File: src/rtl/cap_pkg.sv
package cap_pkg;
  localparam int PIX_W = 8;

  typedef struct packed {
    logic             pclk;
    logic             vs;
    logic             hs;
    logic [PIX_W-1:0] data;
  } sens_t;
endpackage

File: src/rtl/cap_sampler.sv
module cap_sampler
  import cap_pkg::*;
(
  input  logic  clk,
  input  logic  rst,
  input  sens_t raw,
  output sens_t cur,
  output sens_t prev,
  output logic  primed
);
  localparam int PRIME_N = 2;
  localparam int PC_W    = $clog2(PRIME_N + 1);

  logic [PC_W-1:0] prime_cnt;

  always_ff @(posedge clk) begin
    if (rst) begin
      cur       <= '0;
      prev      <= '0;
      prime_cnt <= '0;
    end else begin
      cur  <= raw;
      prev <= cur;
      if (prime_cnt != PC_W'(PRIME_N))
        prime_cnt <= prime_cnt + 1'b1;
    end
  end

  assign primed = (prime_cnt == PC_W'(PRIME_N));
endmodule

File: src/rtl/cap_edge_sel.sv
module cap_edge_sel (
  input  logic pclk_cur,
  input  logic pclk_prev,
  input  logic primed,
  input  logic fall_sel,
  output logic edge_hit
);
  logic rise_w, fall_w;

  always_comb begin
    rise_w   = pclk_cur & ~pclk_prev;
    fall_w   = ~pclk_cur & pclk_prev;
    edge_hit = primed & (fall_sel ? fall_w : rise_w);
  end
endmodule

File: src/rtl/cap_sof_gen.sv
module cap_sof_gen (
  input  logic clk,
  input  logic rst,
  input  logic vs_cur,
  input  logic vs_prev,
  input  logic vs_pol,
  input  logic primed,
  output logic frame_act,
  output logic sof
);
  logic act_cur, act_prev;

  always_comb begin
    act_cur   = ~(vs_cur ^ vs_pol);
    act_prev  = ~(vs_prev ^ vs_pol);
    frame_act = act_cur;
  end

  always_ff @(posedge clk) begin
    if (rst) sof <= 1'b0;
    else     sof <= primed & act_cur & ~act_prev;
  end
endmodule

File: src/rtl/cap_line_cnt.sv
module cap_line_cnt #(
  parameter int CNT_W = 12
) (
  input  logic             clk,
  input  logic             rst,
  input  logic             hs_cur,
  input  logic             hs_prev,
  input  logic             primed,
  input  logic             inc,
  output logic [CNT_W-1:0] last_count
);
  localparam logic [CNT_W-1:0] CNT_MAX = {CNT_W{1'b1}};

  logic [CNT_W-1:0] run_cnt, run_next;
  logic             hs_rise, hs_fall;

  always_comb begin
    hs_rise  = primed & hs_cur & ~hs_prev;
    hs_fall  = primed & ~hs_cur & hs_prev;
    run_next = run_cnt;
    if (inc && run_cnt != CNT_MAX)
      run_next = run_cnt + 1'b1;
  end

  always_ff @(posedge clk) begin
    if (rst) begin
      run_cnt    <= '0;
      last_count <= '0;
    end else begin
      if (hs_rise)
        run_cnt <= inc ? CNT_W'(1) : '0;
      else
        run_cnt <= run_next;
      if (hs_fall)
        last_count <= run_next;
    end
  end
endmodule

File: src/rtl/cam_capture_top.sv
module cam_capture_top
  import cap_pkg::*;
#(
  parameter int CNT_W = 12
) (
  input  logic             clk,
  input  logic             rst,
  input  logic             cfg_gated,
  input  logic             cfg_fall_edge,
  input  logic             cfg_vs_pol,
  input  logic             pclk_in,
  input  logic             vsync_in,
  input  logic             hsync_in,
  input  logic [PIX_W-1:0] data_in,
  output logic             pix_valid,
  output logic [PIX_W-1:0] pix_data,
  output logic             sof_pulse,
  output logic [CNT_W-1:0] line_pix_count
);
  sens_t raw_s, cur_s, prev_s;
  logic  primed, edge_hit, frame_act, take;

  always_comb begin
    raw_s.pclk = pclk_in;
    raw_s.vs   = vsync_in;
    raw_s.hs   = hsync_in;
    raw_s.data = data_in;
  end

  cap_sampler u_smp (
    .clk(clk), .rst(rst), .raw(raw_s), .cur(cur_s), .prev(prev_s), .primed(primed)
  );

  cap_edge_sel u_edge (
    .pclk_cur(cur_s.pclk), .pclk_prev(prev_s.pclk), .primed(primed),
    .fall_sel(cfg_fall_edge), .edge_hit(edge_hit)
  );

  cap_sof_gen u_sof (
    .clk(clk), .rst(rst), .vs_cur(cur_s.vs), .vs_prev(prev_s.vs),
    .vs_pol(cfg_vs_pol), .primed(primed), .frame_act(frame_act), .sof(sof_pulse)
  );

  always_comb take = edge_hit & (cfg_gated ? cur_s.hs : frame_act);

  cap_line_cnt #(.CNT_W(CNT_W)) u_cnt (
    .clk(clk), .rst(rst), .hs_cur(cur_s.hs), .hs_prev(prev_s.hs),
    .primed(primed), .inc(take), .last_count(line_pix_count)
  );

  always_ff @(posedge clk) begin
    if (rst) begin
      pix_valid <= 1'b0;
      pix_data  <= '0;
    end else begin
      pix_valid <= take;
      if (take) pix_data <= cur_s.data;
    end
  end
endmodule

File: config.mk
export PLATFORM = sky130hd
export DESIGN_NAME = cam_capture_top
export DESIGN_NICKNAME = d
export VERILOG_FILES = /design/src/rtl/cap_pkg.sv /design/src/rtl/cap_sampler.sv /design/src/rtl/cap_edge_sel.sv /design/src/rtl/cap_sof_gen.sv /design/src/rtl/cap_line_cnt.sv /design/src/rtl/cam_capture_top.sv
export SDC_FILE = /design/constraint.sdc
export NUM_CORES = 1
export LEC_CHECK = 0
export ABC_CLOCK_PERIOD_IN_PS = 3700
export BUFFER_PORTS_ARGS = -buffer_cell sky130_fd_sc_hd__buf_4
export CAP_MARGIN = 25
export CORE_MARGIN = 5
export CORE_UTILIZATION = 30
export CTS_BUF_LIST = sky130_fd_sc_hd__clkbuf_4
export DETAILED_ROUTE_END_ITERATION = 6
export PLACE_DENSITY = 0.57
export SYNTH_ARGS = -nofsm -noshare
export SYNTH_HDL_FRONTEND = slang
export SYNTH_SLANG_ARGS = --single-unit
File: constraint.sdc
create_clock -name clk -period 3.7 [get_ports clk]
set_input_delay 0.74 -clock clk [delete_from_list [all_inputs] [get_ports clk]]
set_output_delay 0.74 -clock clk [all_outputs]
set_load 0.005 [all_outputs]
Word-level counts from Yosys, hierarchy flattened:

Index checks and enable logic that the tools add are counted.

* add/subtract/negate cells: 2
* equal/unequal tests: 3
* multiplexer cells: 5
* bitwise logic cells: 17
* reduce and logical (&&, ||, !) cells: 1

Operators by type and width (count)
* 12-bit two-way mux: 2
* 12-bit by 1-bit adder with 12-bit output, second input constant: 1
* 12-bit inequality test, second input constant: 1
* 1-bit bitwise AND: 10
* 1-bit inverter: 5
* 1-bit two-way mux: 3
* 2-bit by 1-bit adder with 2-bit output, second input constant: 1
* 2-bit == test, second input constant: 1
* 2-bit inequality test, second input constant: 1
* 1-bit XOR: 2
* 1-bit logical AND: 1

* register bits: 50
* input bits: 16
* output and inout bits: 22

Depth between registers and ports, before layout:

* depth after elaboration: 8
* gate-level depth with buffers: 7
* mapped depth without buffers: 6

Modules after synthesis:

A second synthesis with hierarchy kept.

* cell total of the unflattened synthesis: 236
* area total of the unflattened synthesis: 2351.0 µm²

Modules (own cells, without submodules)
* cap_line_cnt: times used 1, cells each 133, area each 1178.6 µm², sequential area each 480.5 µm²
* cap_sampler: times used 1, cells each 56, area each 693.2 µm², sequential area each 480.5 µm²
* cam_capture_top: times used 1, cells each 38, area each 399.1 µm², sequential area each 180.2 µm²
* cap_sof_gen: times used 1, cells each 6, area each 56.3 µm², sequential area each 20.0 µm²
* cap_edge_sel: times used 1, cells each 3, area each 23.8 µm², sequential area each 0.0 µm²

Worst setup path before layout:

No wires, ideal clock.

* path type: input -> register
* start point: input port cfg_fall_edge
* end point: register u_cnt.last_count[6]
* arrival: 2.028 ns
* slack: 1.581 ns
* stages on the path: 6
* buffers on the path: 1
* cell sequence: nor3b_1 > o221a_2 > buf_6 > nand2_2 > or4_4 > a311oi_1

* longest elaborated chain between the ends: 5

Ends and longest elaborated chain
* start, declared: line cam_capture_top.sv:9 `input logic cfg_fall_edge,`
* 1-bit two-way mux: line cap_edge_sel.sv:13 `edge_hit = primed & (fall_sel ? fall_w : rise_w);`
* 1-bit bitwise AND: line cap_edge_sel.sv:13
* 1-bit bitwise AND: line cam_capture_top.sv:44 `always_comb take = edge_hit & (cfg_gated ? cur_s.hs : frame_act);`
* 1-bit logical AND: line cap_line_cnt.sv:21 `if (inc && run_cnt != CNT_MAX)`
* 12-bit two-way mux: line cap_line_cnt.sv:21
* end signal, assigned: line cap_line_cnt.sv:35 `last_count <= run_next;`
* end, declared: line cap_line_cnt.sv:10 `output logic [CNT_W-1:0] last_count`

Every way passes these cells.
A chain may end at the register's enable or synchronous reset.

Final worst setup path:

* start point: register u_smp.prime_cnt[0]
* end point: register u_cnt.last_count[10]

* longest elaborated chain between the ends: 5
* elaborated cells between the ends (all ways): 7

Ends and longest elaborated chain
* start, declared: line cap_sampler.sv:14 `logic [PC_W-1:0] prime_cnt;`
* start signal, assigned: line cap_sampler.sv:25 `prime_cnt <= prime_cnt + 1'b1;`
* 2-bit == test *: line cap_sampler.sv:29 `assign primed = (prime_cnt == PC_W'(PRIME_N));`
* 1-bit bitwise AND: line cap_edge_sel.sv:13
* 1-bit bitwise AND: line cam_capture_top.sv:44
* 1-bit logical AND: line cap_line_cnt.sv:21
* 12-bit two-way mux: line cap_line_cnt.sv:21

Every way passes the cells marked *; elsewhere a longest branch is shown, timed or not.

==> metrics.cfg <==
[timing]
max_freq_ghz=0.466
worstMarginPinSlew_ps=803
skew_ps=8.15
slew_headroom_pct=46.5
grt_setup_unrepaired=no
fin_crit_ps=2150
finalHoldViolations=0
setup_viol=0
drv_slew=0
finalCritPeriodShare_pct=58.0
fin_setup_tns_ps=0

[synth]
synth_compound_area_share_pct=11.0
seq_area_frac_synth_pct=52.0
synthSimpleGateAreaFrac_pct=27.1
synthMuxAreaShare_pct=0.520
synth_edf_count=0
synth-async-reset-ratio_pct=0
yosys_warnings=0
synth_ff_type=dfxtp_1
synth_fa_ha_area_share_pct=1.30
synth.net_count=226
synth-seq-cells=50
yosysUniqueCellTypes=36
synth_area_per_cell_um2=9.26
syn_area_um2=1930
yosys.area_share.xor_xnor_pct=4.55
synth_top_family_by_area=simple AND/OR/NAND/NOR gates
syn-instance-count=208

[placement]
io_buffers=37
gp_congestion=0.793
hpwlAfterDp_mm=2.57

[die]
core_area_um2=6310
num_io_pins=38
row_count=29
dieArea_um2=8120
dieWidth_um=90.1
die_h_um=90.1
start_util_pct=30.5

[worst_setup_path]
arrival_ps=2430
critPathMaxStageDelay_ps=770
crit_start=u_smp.prime_cnt[0]
required_ps=3980
crit_slowest_cell=and3b_1
start_kind=flop
path_cells=inv_1 > ha_1 > and3b_1 > nand2b_1 > o32ai_1
cp_top_family=simple AND/OR/NAND/NOR gates
r2r_start=u_smp.prime_cnt[0]
path_buf_inv=1
crit_path_max_fanout=24
endpoint_kind=flop
path_class=flop to flop

[route]
first_iter_violations=87
drc=0
ant_nets=0
viasPerCell=4.63
drt-pass1-iter-count=4
vias=1460
wl_mm=3.71
post_drt_wl_per_cell_um=11.8

[clocking]
cts_root_buffer=clkbuf_4
clk_pin_slew_worst_paths_ps=150
cts_repair_resize_count=0
cts_hold_buf=0
numCtsBuffers=5
cts.sinks=50
clock_latency_ps=360
clk_path_buf_depth=2
cts.htree.levels=2
cts_tree=built
postCtsSetupRepairBufs=0

[power]
pwr-share-comb_pct=11.8
power_frac_seq_pct=56.9
p_sw_share_pct=25.0
p_per_area_nw_per_um2=439
vdd_drop_max_mv=0.172
p_clk_share_pct=31.3
p_sw_mw=0.254
p_int_mw=0.762
leakage_nw=0.907

[layout]
final_common_cell=dfxtp_1
drive_above_1_share_pct=20.6
antennaDiodeCount=0
fin_nets=255
layout-area-overhead-vs-synth_pct=20.3
fin_util_pct=36.7
final_cell_mix=dfxtp_1 (50), buf_4 (37), nor2_1 (26), nand2_1 (19), nor2b_1 (14)

[global_routing]
grt_max_degree=42
grt.total_usage_pct=9.64
grt_pass1_wl_mm=6.51
grt_pass1_vias=1369
antenna_found_initial=0
overflow=0

[hold_path]
hold_class=flop to flop
worstHoldStart=u_smp.cur[1]

[run_status]
status=complete, no violations

[flow_run]
cap_violations=0

power by group through the flow:
stage	clock network (mW)	registers, mW	logic (mW)
final	0.318	0.578	0.120
after global routing	0.351	0.582	0.139
after CTS	0.331	0.579	0.123
after detailed placement	0	0.591	0.123
after global placement	0	0.590	0.119
after floorplan	0	0.589	0.0852
synthesized netlist by cell type, types with 2 or more instances:
master     n  area, um^2
nor2b_1   14        87.6
ha_1       2        25.0
and3_1     6        37.5
nand2b_1   4        25.0
and3b_1    2        17.5
dfxtp_1   50        1000
nand2_1   19        71.3
a211oi_1  10        75.1
nor3b_1    2        15.0
clkbuf_1  13        48.8
o31ai_1    2        15.0
and2_1     2        12.5
a21oi_1   12        60.1
a41oi_1    2        17.5
nand4_1    7        43.8
a311oi_1   2        17.5
xor2_1     9        78.8
and4_1     2        17.5
nand3_1    6        30.0
nor2_1    26        97.6
tightest hold or removal path: stages (launching register included):
cell and delay, ps:
dfxtp_1 330, nand2_1 50, a21oi_1 50
area by class of cell:
| class | instances | area (um^2) |
|---|---|---|
| Clock buffer | 5 | 37.5 |
| Clock inverter | 3 | 43.8 |
| Fill cell | 687 | 4000 |
| Inverter | 1 | 3.75 |
| Multi-Input combinational cell | 142 | 856 |
| Sequential cell | 50 | 1000 |
| Tap cell | 77 | 96.3 |
| Timing Repair Buffer | 37 | 278 |
worst paths after layout:
path	cells after the start	slack, ps	endpoint
hold / removal	2	450	pix_data[1]
hold reg to reg	2	450	pix_data[1]
setup / recovery	5	1550	u_cnt.last_count[10]
setup reg to reg	5	1550	u_cnt.last_count[10]
layer usage:
layer  part of all wire, %  track usage (%)  up-vias
li1                      -                -      779
met1                    49             11.8      648
met2                    45             15.4       31
met3                   5.1             4.09        2
met4                  0.78             2.98        0
met5                     0                0        -
sequential cells by signal (all words and copies together) (netlist names):
name,count
u_sof.sof,1
u_cnt.last_count,12
u_cnt.run_cnt,12
u_smp.prev,3
pix_valid,1
u_smp.cur,11
pix_data,8
u_smp.prime_cnt,2
metrics by stage:
stage          hold WS (ps)  worst slack [ps]  total power [mW]  area [um^2]  cells
2_1_floorplan           417              1580             0.674         1930    208
3_3_place_gp            423              1220             0.709         2230    307
3_5_place_dp            431              1170             0.714         2230    307
4_1_cts                 449              1490              1.03         2320    315
5_1_grt                 461              1250              1.07         2320    315
6_report                447              1550              1.02         2320    315
cell families (layout without fill, tap and decap cells):
family | count (synthesis) | in the layout
AOI/OAI and AO/OA | 31 | 31
xor gates and xnor gates | 10 | 10
adders and majority gates | 2 | 2
buffers and inverters | 16 | 46
DFF | 50 | 50
muxes | 1 | 1
and+or+nand+nor | 98 | 98
(Power assumes the default switching activity.)
